File: src/rtl/microop_pkg.sv
package microop_pkg;
  localparam int SEL_W = 3;
  localparam int OP_W  = 5;
  localparam int CW_W  = 3 * SEL_W + OP_W;
  localparam int NREG  = (1 << SEL_W) - 1;

  typedef logic [OP_W-1:0] op_t;
  localparam op_t OP_PASS = 5'b00000;
  localparam op_t OP_INC  = 5'b00001;
  localparam op_t OP_ADD  = 5'b00010;
  localparam op_t OP_SUB  = 5'b00101;
  localparam op_t OP_DEC  = 5'b00110;
  localparam op_t OP_AND  = 5'b01000;
  localparam op_t OP_OR   = 5'b01010;
  localparam op_t OP_XOR  = 5'b01100;
  localparam op_t OP_NOT  = 5'b01110;
  localparam op_t OP_SHR  = 5'b10000;
  localparam op_t OP_SHL  = 5'b11000;

  typedef struct packed {
    logic [SEL_W-1:0] src_a;
    logic [SEL_W-1:0] src_b;
    logic [SEL_W-1:0] dst;
    op_t              op;
  } ctl_word_t;
endpackage

File: src/rtl/microop_dec.sv
module microop_dec
  import microop_pkg::*;
(
  input  logic             en,
  input  logic [SEL_W-1:0] sel,
  output logic [NREG:1]    load
);
  for (genvar i = 1; i <= NREG; i++) begin : g_line
    assign load[i] = en && (sel == SEL_W'(i));
  end
endmodule

File: src/rtl/microop_regfile.sv
module microop_regfile
  import microop_pkg::*;
#(
  parameter int W = 8
) (
  input  logic             clk,
  input  logic             rst,
  input  logic [NREG:1]    load,
  input  logic [W-1:0]     wdata,
  input  logic [W-1:0]     ext,
  input  logic [SEL_W-1:0] sel_a,
  input  logic [SEL_W-1:0] sel_b,
  output logic [W-1:0]     bus_a,
  output logic [W-1:0]     bus_b
);
  logic [W-1:0] q [1:NREG];

  for (genvar i = 1; i <= NREG; i++) begin : g_reg
    always_ff @(posedge clk) begin
      if (rst)          q[i] <= '0;
      else if (load[i]) q[i] <= wdata;
    end
  end

  always_comb begin
    bus_a = ext;
    bus_b = ext;
    for (int k = 1; k <= NREG; k++) begin
      if (sel_a == SEL_W'(k)) bus_a = q[k];
      if (sel_b == SEL_W'(k)) bus_b = q[k];
    end
  end
endmodule

File: src/rtl/microop_alu.sv
module microop_alu
  import microop_pkg::*;
#(
  parameter int W = 8
) (
  input  logic [W-1:0] a,
  input  logic [W-1:0] b,
  input  op_t          op,
  output logic [W-1:0] y,
  output logic         c,
  output logic         z,
  output logic         n
);
  localparam logic [W:0] ONE = (W+1)'(1);

  always_comb begin
    y = a;
    c = 1'b0;
    case (op)
      OP_PASS: y = a;
      OP_INC:  {c, y} = {1'b0, a} + ONE;
      OP_ADD:  {c, y} = {1'b0, a} + {1'b0, b};
      OP_SUB:  {c, y} = {1'b0, a} - {1'b0, b};
      OP_DEC:  {c, y} = {1'b0, a} - ONE;
      OP_AND:  y = a & b;
      OP_OR:   y = a | b;
      OP_XOR:  y = a ^ b;
      OP_NOT:  y = ~a;
      OP_SHR:  begin y = {1'b0, a[W-1:1]}; c = a[0]; end
      OP_SHL:  begin y = {a[W-2:0], 1'b0}; c = a[W-1]; end
      default: begin y = a; c = 1'b0; end
    endcase
    z = (y == '0);
    n = y[W-1];
  end
endmodule

File: src/rtl/microop_datapath.sv
module microop_datapath
  import microop_pkg::*;
#(
  parameter int W = 8
) (
  input  logic            clk,
  input  logic            rst,
  input  logic            cw_valid,
  input  logic [CW_W-1:0] cw,
  input  logic [W-1:0]    in_data,
  output logic [W-1:0]    result,
  output logic            flag_z,
  output logic            flag_c,
  output logic            flag_n
);
  ctl_word_t     word;
  logic [NREG:1] we;
  logic [W-1:0]  bus_a, bus_b;

  assign word = ctl_word_t'(cw);

  microop_dec u_dec (
    .en   (cw_valid),
    .sel  (word.dst),
    .load (we)
  );

  microop_regfile #(.W(W)) u_rf (
    .clk   (clk),
    .rst   (rst),
    .load  (we),
    .wdata (result),
    .ext   (in_data),
    .sel_a (word.src_a),
    .sel_b (word.src_b),
    .bus_a (bus_a),
    .bus_b (bus_b)
  );

  microop_alu #(.W(W)) u_alu (
    .a  (bus_a),
    .b  (bus_b),
    .op (word.op),
    .y  (result),
    .c  (flag_c),
    .z  (flag_z),
    .n  (flag_n)
  );
endmodule

File: config.mk
export PLATFORM = sky130hd
export DESIGN_NAME = microop_datapath
export DESIGN_NICKNAME = d
export VERILOG_FILES = /design/src/rtl/microop_pkg.sv /design/src/rtl/microop_dec.sv /design/src/rtl/microop_regfile.sv /design/src/rtl/microop_alu.sv /design/src/rtl/microop_datapath.sv
export SDC_FILE = /design/constraint.sdc
export NUM_CORES = 1
export LEC_CHECK = 0
export BUFFER_PORTS_ARGS = -buffer_cell sky130_fd_sc_hd__clkbuf_2
export CAP_MARGIN = 10
export CORE_MARGIN = 2
export CORE_UTILIZATION = 38
export CTS_CLUSTER_SIZE = 10
export DETAILED_ROUTE_END_ITERATION = 8
export GPL_ROUTABILITY_DRIVEN = 0
export GPL_TIMING_DRIVEN = 0
export SYNTH_ARGS = -nofsm -noshare
export SYNTH_HDL_FRONTEND = slang
export SYNTH_SLANG_ARGS = --single-unit
File: constraint.sdc
create_clock -name clk -period 11.55 [get_ports clk]
set_clock_uncertainty 0.15 [all_clocks]
set_input_delay 2.31 -clock clk [delete_from_list [all_inputs] [get_ports clk]]
set_output_delay 2.31 -clock clk [all_outputs]
set_load 0.02 [all_outputs]
==> Word-level counts from Yosys, hierarchy flattened <==
Memories as Yosys holds them, arrays and structs flattened.
Index checks and enable logic that the tools add are counted.
{ "totals": {"register_bits": 0, "ramBits": 56, "inputBits": 25, "output_inout_bits": 11, "elab_cells": 101, "n_memories": 1} }
{ "memory_table": {"columns": ["name", "words", "word_bits", "read_ports", "rd_clocked_by_memory_dff", "write_ports", "line", "source"], "rows": [
  ["u_rf.q", 7, 8, 7, 0, 7, "microop_regfile.sv:16", "logic [W-1:0] q [1:NREG];"]
]} }
{ "op_classes": {"n_addsub": 4, "n_eq_ne": 31, "mux": 46, "n_bitwise": 11, "reduce_logical": 8} }
{ "ops": {"columns": ["operator", "n"], "rows": [
  ["8-bit 2-to-1 mux", 21],
  ["8-bit case mux with 10 select lines", 1],
  ["3-bit == test (second input constant)", 12],
  ["1-bit 2-to-1 mux", 23],
  ["5-bit by 4-bit == test with 1-bit output (second input constant)", 4],
  ["3-bit by 2-bit == test with 1-bit output (second input constant)", 6],
  ["5-bit by 3-bit == test with 1-bit output (second input constant)", 2],
  ["5-bit == test (second input constant)", 2],
  ["8-bit by 1-bit adder with 9-bit output (second input constant)", 1],
  ["8-bit by 8-bit adder with 9-bit output", 1],
  ["3-bit by 1-bit == test with 1-bit output (second input constant)", 3],
  ["8-bit by 1-bit subtractor with 9-bit output (second input constant)", 1],
  ["8-bit by 8-bit subtractor with 9-bit output", 1],
  ["8-bit AND", 1],
  ["8-bit logical NOT", 1],
  ["8-bit NOT", 1],
  ["8-bit OR", 1],
  ["8-bit XOR", 1],
  ["1-bit logical AND", 7],
  ["1-bit OR", 7],
  ["1-bit case mux with 6 select lines", 1],
  ["5-bit by 1-bit == test with 1-bit output (second input constant)", 1],
  ["5-bit by 2-bit == test with 1-bit output (second input constant)", 1]
]} }

==> Depth between registers and ports, before layout <==
Gate-level depths: netlist of the first run.
{ "logic_depth": {"ltp_word": 11, "depth_mapped": 21, "depth_no_buf": 20} }

==> Modules after synthesis <==
A second synthesis of the first run with hierarchy kept.
{ "unflattened": {"hier_cells": 550, "hier_area_um2": 5328.9} }
{ "modules_own_cells": {"columns": ["mod", "n_inst", "cells_per_inst", "area_per_inst_um2", "seq_area_each_um2"], "rows": [
  ["microop_regfile", 1, 281, 3377.0, 1681.6],
  ["microop_alu", 1, 262, 1870.5, 0.0],
  ["microop_dec", 1, 7, 81.3, 0.0]
]} }

==> Least setup slack after synthesis of the first run <==
No wires, ideal clock.
{ "synth_path": {"kind": "input -> output", "startpoint": "in cw[10]", "endpoint": "out flag_z", "arrival_ns": 6.340, "setup_slack_ns": 2.750, "cell_stages": 21, "path_buffers": 1, "path_cell_list": "clkbuf_1 > inv_1 > nand2_1 > o22ai_1 > a21oi_1 > o21ai_0 > a221o_1 > a21oi_1 > ha_1 > inv_1 > ha_1 > or2_2 > a221oi_1 > o21ai_0 > a21oi_1 > o22a_1 > a21oi_1 > a211o_2 > o21ai_4 > and4_1 > and4_1"} }
{ "synth_between": {"elab_chain_len": 11, "elab_cells_between_ends": 21} }
{ "synth_lines": {"columns": ["element", "line", "source"], "rows": [
  ["start: declaration", "microop_datapath.sv:9", "input logic [CW_W-1:0] cw,"],
  ["3-bit by 1-bit == test with 1-bit output", "microop_regfile.sv:30", "if (sel_b == SEL_W'(k)) bus_b = q[k];"],
  ["8-bit 2-to-1 mux (6 in series)", "microop_regfile.sv:30", null],
  ["8-bit 2-to-1 mux *", "microop_regfile.sv:30", null],
  ["8-bit by 8-bit subtractor with 9-bit output (tied with other cells)", "microop_alu.sv:23", "OP_SUB: {c, y} = {1'b0, a} - {1'b0, b};"],
  ["8-bit case mux with 10 select lines *", "microop_alu.sv:19", "case (op)"],
  ["8-bit logical NOT *", "microop_alu.sv:33", "z = (y == '0);"],
  ["end: declaration", "microop_datapath.sv:12", "output logic flag_z,"]
]} }
Mark *: on every way between the ends. The rest lies on a longest branch, timed or not.

==> Worst setup path in the final report of the first run <==
{ "layout_path": {"startpoint": "in cw[8]", "endpoint": "out flag_z"} }
Same word-level chain as after synthesis.

==> results.sh, run 1 <==
export IMPL_status="finished, final reports clean"
export IMPL_fin_crit_ns=10.14
export IMPL_n_fill_cell=1288
export IMPL_synth_compound_area_share_pct=21.6
export IMPL_critical_path_top_delay_family="compound AO/OA/AOI/OAI gates"
export IMPL_end_kind="output port"
export IMPL_start_kind="input pin"
export IMPL_drtIter0Drc=592
export IMPL_fmax_ghz=0.0986
export IMPL_synth_xor_area_share_pct=1.71
export IMPL_syn_inst=579
export IMPL_worstMarginPinSlew_ns=1.08
export IMPL_synth_simple_gate_area_share_pct=20.4
export IMPL_antenna_cells=0
export IMPL_postCtsSetupRepairBufs=0
export IMPL_cap_violations=0
export IMPL_critical_path_buf_inv_count=5
export IMPL_layout_drive_gt1_share_pct=13.8
export IMPL_synth_mux_area_share_pct=10.1
export IMPL_worstPathMaxFanout=10
export IMPL_portBuffers=30
export IMPL_cts_tree="built"
export IMPL_drv_slew=0
export IMPL_post_layout_nonfiller_instances=793
export IMPL_top_regs="u_rf.q x56"
export IMPL_grt_first_pass_wirelength_mm=25.6
export IMPL_die_area_um2=14400
export IMPL_rows=42
export IMPL_regMostFlops="u_rf.q"
export IMPL_dp_hpwl_mm=12.5
export IMPL_finalCritPeriodShare_pct=87.8
export IMPL_grtUsageTotal_pct=22.8
export IMPL_cp_arrival_ns=7.68
export IMPL_drt_total_wl_mm=16.3
export IMPL_synth_common_cells="99 x nor2_1, 56 x edfxtp_1, 43 x nand2_1"
export IMPL_insertion_delay_ns=0.30
export IMPL_hold_path_class="reg -> reg"
export IMPL_pin_count=36
export IMPL_critical_path_class="in -> out"
export IMPL_cp_slowest_stage_delay_ns=0.60
export IMPL_nNetsFinal=669
export IMPL_ir_worst_vdd_mv=0.0937
export IMPL_path_cells="clkbuf_2 > inv_1 > clkbuf_1 > or3_1 > o22ai_1 > a21oi_1 > o21ai_0 > a221o_1 > a21oi_1 > ha_1 > inv_1 > ha_1 > or2_2 > xor2_1 > o22ai_1 > a2111oi_0 > o211ai_1 > a211oi_1 > o21ai_0 > o21ai_1 > and4_1 > and4_1 > clkbuf_2"
export IMPL_cts_reportedPaths_clkPinSlew_ns=0.06
export IMPL_max_slew_margin_pct=27.3
export IMPL_largest_reg_flops=56
export IMPL_rsz0062_at_grt="false"
export IMPL_placed_cells=785
export IMPL_hold_slack_ns=1.16
export IMPL_ys_warn_count=0
export IMPL_synth_seq_area_share_pct=32.8
export IMPL_htree_levels=2
export IMPL_synth_seq_cells=56
export IMPL_routedWlPerCell_um=20.5
export IMPL_start_util_pct=38.9
export IMPL_grt_pass1_vias=4490
export IMPL_area_growth_pct=10.6
export IMPL_fp_dieW_um=120
export IMPL_cts_sinks=56
export IMPL_yosys_area_top_type="edfxtp_1"
export IMPL_die_y_um=120
export IMPL_hold_viol=0
export IMPL_cts_inserted_buffers=5
export IMPL_ant_nets=0
export IMPL_synth_area_um2=5120
export IMPL_clockBufferDepth=2
export IMPL_required_ns=9.09
export IMPL_post_cts_resized=0
export IMPL_synth_avg_cell_area_um2=8.85
export IMPL_drc=0
export IMPL_post_route_util_pct=43.0
export IMPL_antenna_found_initial=0
export IMPL_yosysMostFrequentCell="nor2_1"
export IMPL_drt_vias_per_instance=6.15
export IMPL_core_area_um2=13200
export IMPL_synthAdderAreaFrac_pct=6.98
export IMPL_vias=4879
export IMPL_grt_max_degree=17
export IMPL_yosys_area_top_type_share_pct=32.8
export IMPL_setup_violations=0
export IMPL_setup_tns_final_ns=0
export IMPL_p_per_area_nw_per_um2=112
export IMPL_cts_root_buf="clkbuf_16"
export IMPL_drt_first_pass_iters=5
export IMPL_yosys_top_cells_area="edfxtp_1 33%, nor2_1 7.3%, mux4_2 7.0%"
export IMPL_leakagePower_nw=2.25
export IMPL_synth_ff_type="edfxtp_1"
export IMPL_crit_path_top_delay_cell="o21ai_1"
export IMPL_grt_ovfl_total=0
export IMPL_ys_types=66
export IMPL_postCtsHoldBufs=0
export IMPL_syn_num_nets=632
export IMPL_synth_top_family_by_area="compound AO/OA/AOI/OAI gates"
export IMPL_ys_async_sr_fraction_pct=0
export IMPL_synth_edff_count=56
## final cells by class
type | count | area, um2 | share of cell area, %
multi-input combinational | 451 | 3130 | 55.2
sequential | 56 | 1680 | 29.7
tap | 176 | 220 | 3.89
buffer | 34 | 169 | 2.98
inverter | 38 | 155 | 2.74
timing repair buffer | 30 | 150 | 2.65
clock buffer | 6 | 129 | 2.27
clock inverter | 2 | 35.0 | 0.618
## worst register-to-register path, stage by stage, from the launching register on
cell and delay [ns]:
edfxtp_1 0.44, nand2b_1 0.17, a32oi_1 0.21, o22ai_1 0.17, o21ai_1 0.56, clkinv_1 0.48, ha_1 0.42, a21o_1 0.16
a21oi_1 0.25, o21ai_0 0.27, xnor2_1 0.23, nor2_1 0.06, a211o_1 0.27, a21oi_1 0.11, o21ai_0 0.12, a22oi_1 0.74
nor2_1 0.11
## metrics by stage
step / area [um2] / setup WS (ns) / power [mW]
finish: 5670 / 1.41 / 0.637
global route: 5670 / 0.938 / 0.670
CTS: 5670 / 1.31 / 0.636
detailed placement: 5500 / 1.44 / 0.469
global placement: 5500 / 1.53 / 0.464
floorplan: 5120 / 2.75 / 0.401
## cells by family after synthesis
kind of cell	after synthesis
compound gates	159
xor+xnor	10
simple gates	223
flops	56
buf+inv	72
mux	31
fa+ha+maj	28
## power by group
part	switching [mW]	internal, mW
Combinational	0.147	0.0804
Sequential	0.00770	0.234
Clock	0.0663	0.102
Total	0.221	0.416
## cell usage in the layout (no fill, tap or decap), drive strengths merged, types with 9 or more instances in the layout
cell type,n
a21oi,30
a221oi,10
buf,13
clkbuf,57
edfxtp,56
ha,27
inv,35
mux2i,9
mux4,16
nand2,44
nand3,15
nor2,99
nor2b,14
nor3,9
o21ai,33
o22ai,15
## path summary, 6_finish.rpt
| kind | startpoint | endpoint | slack, ns | cells after the start |
|---|---|---|---|---|
| max | cw[8] | flag_z | 1.41 | 23 |
| max reg2reg | u_rf.q[4][1]$_SDFFCE_PN0P_ | u_rf.q[6][5]$_SDFFCE_PN0P_ | 6.37 | 16 |
| min reg2reg | u_rf.q[7][6]$_SDFFCE_PN0P_ | u_rf.q[1][6]$_SDFFCE_PN0P_ | 1.16 | 5 |
| min | u_rf.q[7][6]$_SDFFCE_PN0P_ | u_rf.q[1][6]$_SDFFCE_PN0P_ | 1.16 | 5 |
## metal layers
layer	wire, um	up-vias	track usage [%]
li1	-	2233	-
met3	1080	39	2.23
met1	6910	2347	30.3
met5	0	-	0
met4	399	0	6.47
met2	7890	260	39.3
Note: power is estimated with default switching activity, not from simulation.
==> run 2: changes to the inputs <==
CAP_MARGIN = 5   (was 10)
CELL_PAD_IN_SITES_DETAIL_PLACEMENT = 0   (was not set)
CELL_PAD_IN_SITES_GLOBAL_PLACEMENT = 2   (was not set)
PLACE_DENSITY_LB_ADDON = 0.1   (was not set)
==> run 2 against run 1 <==
Fmax down 1.1%; critical path depth decreased by 2; highest routed layer unchanged; cell area shrank 0.49%; largest cell class unchanged; global-route usage rose by 1.8 points; via count shrank 3.7%; routed wire length grew 6.4%; cell count unchanged.
==> results.sh, run 2 (synthesis results as in run 1) <==
export IMPL_required_ns=9.09
export IMPL_grt_use_met1_pct=31.2
export IMPL_use_met3_pct=2.23
export IMPL_grt_max_degree=16
export IMPL_layout_drive_gt1_share_pct=13.5
export IMPL_antenna_cells=0
export IMPL_start_util_pct=38.9
export IMPL_drc=0
export IMPL_p_per_area_nw_per_um2=110
export IMPL_leakagePower_nw=2.24
export IMPL_cp_arrival_ns=7.79
export IMPL_grt_use_met2_pct=43.7
export IMPL_insertion_delay_ns=0.29
export IMPL_ant_nets=0
export IMPL_n_fill_cell=1333
export IMPL_worstMarginPinSlew_ns=1.01
export IMPL_drtIter0Drc=477
export IMPL_antenna_found_initial=1
export IMPL_setup_violations=0
export IMPL_vias=4697
export IMPL_end_kind="output port"
export IMPL_rsz0062_at_grt="false"
export IMPL_routedWlPerCell_um=21.8
export IMPL_grtUsageTotal_pct=24.6
export IMPL_grt_first_pass_wirelength_mm=26.7
export IMPL_r2r_end="u_rf.q[3][5]$_SDFFCE_PN0P_"
export IMPL_finalCritPeriodShare_pct=88.8
export IMPL_r2r_slack_ns=6.29
export IMPL_area_growth_pct=10.0
export IMPL_worstPathMaxFanout=10
export IMPL_drv_slew=0
export IMPL_postCtsHoldBufs=0
export IMPL_cts_tree="built"
export IMPL_hold_slack_ns=1.15
export IMPL_cap_violations=0
export IMPL_endpoint="flag_z"
export IMPL_pin_count=36
export IMPL_hold_viol=0
export IMPL_grt_most_used_layer="met2"
export IMPL_drt_vias_per_instance=5.92
export IMPL_post_cts_resized=0
export IMPL_top_regs="u_rf.q x56"
export IMPL_clockBufferDepth=2
export IMPL_fin_crit_ns=10.25
export IMPL_largest_reg_flops=56
export IMPL_postCtsSetupRepairBufs=0
export IMPL_portBuffers=30
export IMPL_cts_inserted_buffers=5
export IMPL_layout_commonest_cell="nor2_1"
export IMPL_reg2regPathDepth=16
export IMPL_core_area_um2=13200
export IMPL_cts_sinks=56
export IMPL_hold_path_startpoint="u_rf.q[1][6]$_SDFFCE_PN0P_"
export IMPL_max_slew_margin_pct=32.8
export IMPL_die_y_um=120
export IMPL_start_kind="input pin"
export IMPL_setup_tns_final_ns=0
export IMPL_status="finished, final reports clean"
export IMPL_nNetsFinal=669
export IMPL_fmax_ghz=0.0976
export IMPL_cts_root_buf="clkbuf_16"
export IMPL_drt_first_pass_iters=6
export IMPL_critical_path_class="in -> out"
export IMPL_r2r_start="u_rf.q[4][1]$_SDFFCE_PN0P_"
export IMPL_hold_path_class="reg -> reg"
export IMPL_htree_levels=2
export IMPL_fp_dieW_um=120
export IMPL_drt_total_wl_mm=17.3
export IMPL_rows=42
export IMPL_ir_worst_vdd_mv=0.0911
export IMPL_dp_hpwl_mm=13.5
export IMPL_regMostFlops="u_rf.q"
export IMPL_cp_startpoint="cw[8]"
export IMPL_grt_pass1_vias=4600
export IMPL_cts_reportedPaths_clkPinSlew_ns=0.07
export IMPL_die_area_um2=14400
export IMPL_final_cell_mix="99 x nor2_1, 56 x edfxtp_1, 43 x nand2_1"
export IMPL_grt_ovfl_total=0
==> run 2: cell types whose count changed in the layout (fill, tap and decap cells not counted) <==
| cell | before | now |
|---|---|---|
| bufinv_16 | 1 | 0 |
| clkbuf_1 | 22 | 23 |
| clkinv_1 | 2 | 3 |
| clkinv_2 | 1 | 0 |
==> run 2: report_power, final <==
| group | switching [mW] | total (mW) | internal [mW] |
|---|---|---|---|
| clock | 0.0651 | 0.145 | 0.0800 |
| sequential | 0.00690 | 0.241 | 0.234 |
| combinational | 0.151 | 0.232 | 0.0805 |
==> run 2: metrics by stage <==
step                cells  total power [mW]  setup WS, ns  util [%]  instance area [um2]
floorplan             579             0.401          2.75         -                 5120
global placement      785             0.472          1.26      41.7                 5500
detailed placement    785             0.475          1.30      41.7                 5500
CTS                   793             0.619          1.28      42.8                 5640
global route          793             0.649         0.843      42.8                 5640
finish                793             0.618          1.30      42.8                 5640
==> run 2: worst min-delay path by stage <==
stage                            endpoint  slack, ns  depth (start not counted)
2_1_floorplan  u_rf.q[1][6]$_SDFFCE_PN0P_       0.92                          5
3_3_place_gp   u_rf.q[4][6]$_SDFFCE_PN0P_       1.13                          5
3_5_place_dp   u_rf.q[1][6]$_SDFFCE_PN0P_       1.14                          5
4_1_cts        u_rf.q[1][6]$_SDFFCE_PN0P_       1.16                          5
5_1_grt        u_rf.q[1][6]$_SDFFCE_PN0P_       1.22                          5
6_report       u_rf.q[4][6]$_SDFFCE_PN0P_       1.15                          5
==> run 2: area by class of cell <==
class,instances,area (um2),area share (%)
Sequential cell,56,1680,29.8
Multi-Input combinational cell,451,3130,55.4
Inverter,38,155,2.75
Clock buffer,7,133,2.35
Tap cell,176,220,3.91
Clock inverter,1,3.75,0.0666
Buffer,34,169,3.00
Timing Repair Buffer,30,150,2.66
==> run 2: routing by layer <==
layer,wire length (um),vias up
met2,8720,172
met1,7410,2270
met4,399,0
met5,0,-
li1,-,2228
met3,782,27
==> run 2: critical path, stage by stage <==
cell and delay [ns]:
clkbuf_2 0.16, inv_1 0.13, clkbuf_1 0.43, or3_1 0.30, o22ai_1 0.10, a21oi_1 0.16
o21ai_0 0.11, a221o_1 0.36, a21oi_1 0.27, ha_1 0.34, inv_1 0.07, ha_1 0.19
or2_2 0.32, a221oi_1 0.43, o21ai_0 0.17, a211oi_1 0.34, nand3_1 0.12, o21ai_1 0.79
and4_1 0.32, and4_1 0.19, clkbuf_2 0.17
==> run 3: changes to the inputs <==
ABC_AREA = 1   (was not set)
GPL_ROUTABILITY_DRIVEN = not set   (was 0)
==> run 3 against run 2 <==
Worst setup slack better by 1.1 ns; hold slack worse by 0.15 ns; highest routed layer unchanged; cell area is 3.8% higher; non-clock buffer count is 17 lower; via count is 13% higher; critical endpoint unchanged; register-to-register slack better by 1.0 ns; die area is 3.1% higher; combinational power is 13% higher; cell count is 27% higher.
==> results.sh, run 3 <==
export IMPL_start_kind="input pin"
export IMPL_r2r_slack_ns=7.31
export IMPL_fp_dieW_um=122
export IMPL_final_cell_mix="212 x nand2_1, 114 x nor2_1, 92 x inv_1"
export IMPL_gp_congestion=0.900
export IMPL_portBuffers=34
export IMPL_syn_num_nets=838
export IMPL_finalCritPeriodShare_pct=79.6
export IMPL_nNetsFinal=879
export IMPL_cap_violations=0
export IMPL_rsz0062_at_grt="false"
export IMPL_drtIter0Drc=450
export IMPL_synth_seq_area_share_pct=31.8
export IMPL_ys_types=49
export IMPL_cts_reportedPaths_clkPinSlew_ns=0.07
export IMPL_largest_reg_flops=56
export IMPL_yosys_top_cells_area="edfxtp_1 32%, nand2_1 15%, nor2_1 8.1%"
export IMPL_ys_async_sr_fraction_pct=0
export IMPL_start_util_pct=38.5
export IMPL_ant_nets=0
export IMPL_setup_violations=0
export IMPL_cp_slowest_stage_delay_ns=0.32
export IMPL_synth_seq_cells=56
export IMPL_worst_path_most_repeated_cell="nand2_1"
export IMPL_fmax_ghz=0.109
export IMPL_drv_slew=0
export IMPL_area_growth_pct=10.6
export IMPL_grtUsageTotal_pct=23.8
export IMPL_required_ns=9.09
export IMPL_layout_drive_gt1_share_pct=11.1
export IMPL_yosys_area_top_type_share_pct=31.8
export IMPL_r2r_end="u_rf.q[4][6]$_SDFFCE_PN0P_"
export IMPL_grt_ovfl_total=0
export IMPL_endpoint="flag_z"
export IMPL_grt_max_degree=18
export IMPL_top_regs="u_rf.q x56"
export IMPL_p_per_area_nw_per_um2=115
export IMPL_r2r_start="u_rf.q[1][3]$_SDFFCE_PN0P_"
export IMPL_ys_warn_count=0
export IMPL_cts_tree="built"
export IMPL_cts_sinks=56
export IMPL_dp_hpwl_mm=14.1
export IMPL_post_cts_resized=0
export IMPL_drc=0
export IMPL_status="finished, final reports clean"
export IMPL_setup_tns_final_ns=0
export IMPL_antenna_cells=0
export IMPL_worstMarginPinSlew_ns=1.14
export IMPL_drt_total_wl_mm=17.3
export IMPL_crit_path_top_delay_cell="or2_2"
export IMPL_hold_viol=0
export IMPL_postCtsSetupRepairBufs=0
export IMPL_clockBufferDepth=2
export IMPL_p_total_mw=0.673
export IMPL_rows=43
export IMPL_drt_first_pass_iters=5
export IMPL_fin_crit_ns=9.19
export IMPL_layout_commonest_cell="nand2_1"
export IMPL_synth_common_cells="212 x nand2_1, 114 x nor2_1, 92 x inv_1"
export IMPL_yosys_area_top_type="edfxtp_1"
export IMPL_core_area_um2=13700
export IMPL_insertion_delay_ns=0.29
export IMPL_synth_avg_cell_area_um2=6.74
export IMPL_die_y_um=122
export IMPL_routedWlPerCell_um=17.2
export IMPL_pin_count=36
export IMPL_end_kind="output port"
export IMPL_synth_edff_count=56
export IMPL_grt_pass1_vias=4953
export IMPL_cts_root_buf="clkbuf_16"
export IMPL_ir_worst_vdd_mv=0.0975
export IMPL_critical_path_class="in -> out"
export IMPL_max_slew_margin_pct=23.3
export IMPL_holdPathStages=5
export IMPL_grt_first_pass_wirelength_mm=26.8
export IMPL_htree_levels=2
export IMPL_yosysMostFrequentCell="nand2_1"
export IMPL_regMostFlops="u_rf.q"
export IMPL_worstPathMaxFanout=9
export IMPL_cp_startpoint="cw[10]"
export IMPL_reg2regPathDepth=26
export IMPL_synth_area_um2=5290
export IMPL_postCtsHoldBufs=0
export IMPL_drt_vias_per_instance=5.29
export IMPL_hold_path_class="reg -> reg"
export IMPL_leakagePower_nw=2.71
export IMPL_die_area_um2=14900
export IMPL_vias=5330
export IMPL_cp_arrival_ns=6.73
export IMPL_synth_ff_type="edfxtp_1"
export IMPL_syn_inst=785
export IMPL_cts_inserted_buffers=5
export IMPL_antenna_found_initial=0
## run 3: changes by cell type after synthesis, sizes merged, moves of 13 or more
| cell | before | now |
|---|---|---|
| a21oi | 30 | 53 |
| clkbuf | 21 | 8 |
| inv | 35 | 104 |
| mux4 | 16 | 0 |
| nand2 | 44 | 225 |
| nand3 | 15 | 65 |
| nor2 | 99 | 117 |
| nor2b | 14 | 0 |
| o21ai | 33 | 50 |
## run 3: metal layers
| layer | vias up | wire length (um) | global-route usage (%) |
|---|---|---|---|
| met5 | - | 0 | 0 |
| met4 | 0 | 93 | 2.73 |
| met3 | 7 | 1160 | 4.21 |
| met2 | 161 | 6800 | 32.4 |
| met1 | 2477 | 9270 | 39.4 |
| li1 | 2685 | - | - |
## run 3: worst min-delay path by stage
| stage | start | slack [ns] | to |
|---|---|---|---|
| floorplan | u_rf.q[7][0]$_SDFFCE_PN0P_ | 0.73 | u_rf.q[1][0]$_SDFFCE_PN0P_ |
| global placement | u_rf.q[7][0]$_SDFFCE_PN0P_ | 1.0 | u_rf.q[7][0]$_SDFFCE_PN0P_ |
| detailed placement | u_rf.q[7][0]$_SDFFCE_PN0P_ | 1.0 | u_rf.q[7][0]$_SDFFCE_PN0P_ |
| CTS | u_rf.q[7][0]$_SDFFCE_PN0P_ | 1.00 | u_rf.q[4][0]$_SDFFCE_PN0P_ |
| global route | u_rf.q[7][3]$_SDFFCE_PN0P_ | 1.07 | u_rf.q[1][3]$_SDFFCE_PN0P_ |
| finish | u_rf.q[7][0]$_SDFFCE_PN0P_ | 1.00 | u_rf.q[4][0]$_SDFFCE_PN0P_ |
## run 3: worst max-delay path, delay by kind of cell
kind / cells / cell delay (ns)
adders and majority gates: 1 / 0.22
buffers and inverters: 7 / 1.05
and+or+nand+nor: 17 / 2.00
AOI/OAI and AO/OA: 9 / 1.16
## run 3: power by group
part	internal [mW]	total, mW	switching, mW
Sequential	0.234	0.242	0.00802
Clock	0.102	0.168	0.0664
Combinational	0.0761	0.262	0.186
Total	0.412	0.673	0.261
## run 3: final cells by class
type                    count  area [um2]
repair buffers             34         170
flip-flops and latches     56        1680
clock buffers               5         125
clock inverters             3        42.5
inverters                 106         409
well taps                 180         225
fillers                  1502        7870
plain buffers              13        70.1
multi-input cells         610        3130
## run 3: logic make-up (layout without fill, tap and decap cells)
| kind of cell | after synthesis | in the layout | synth area share [%] |
|---|---|---|---|
| xor+xnor | 3 | 3 | 0.497 |
| fa+ha+maj | 28 | 28 | 6.77 |
| compound gates | 137 | 137 | 14.8 |
| buf+inv | 119 | 161 | 9.06 |
| simple gates | 442 | 442 | 37.0 |
| flops | 56 | 56 | 31.8 |
## run 3: metrics by stage
stage / hold WS, ns / worst slack, ns / std cells / utilization, % / area (um2)
after floorplan: 0.733 / 3.42 / 785 / - / 5290
after global placement: 0.999 / 2.40 / 999 / 41.4 / 5680
after detailed placement: 0.998 / 2.42 / 999 / 41.4 / 5680
after CTS: 1.00 / 2.39 / 1007 / 42.7 / 5850
after global routing: 1.07 / 1.91 / 1007 / 42.7 / 5850
final: 1.00 / 2.36 / 1007 / 42.7 / 5850
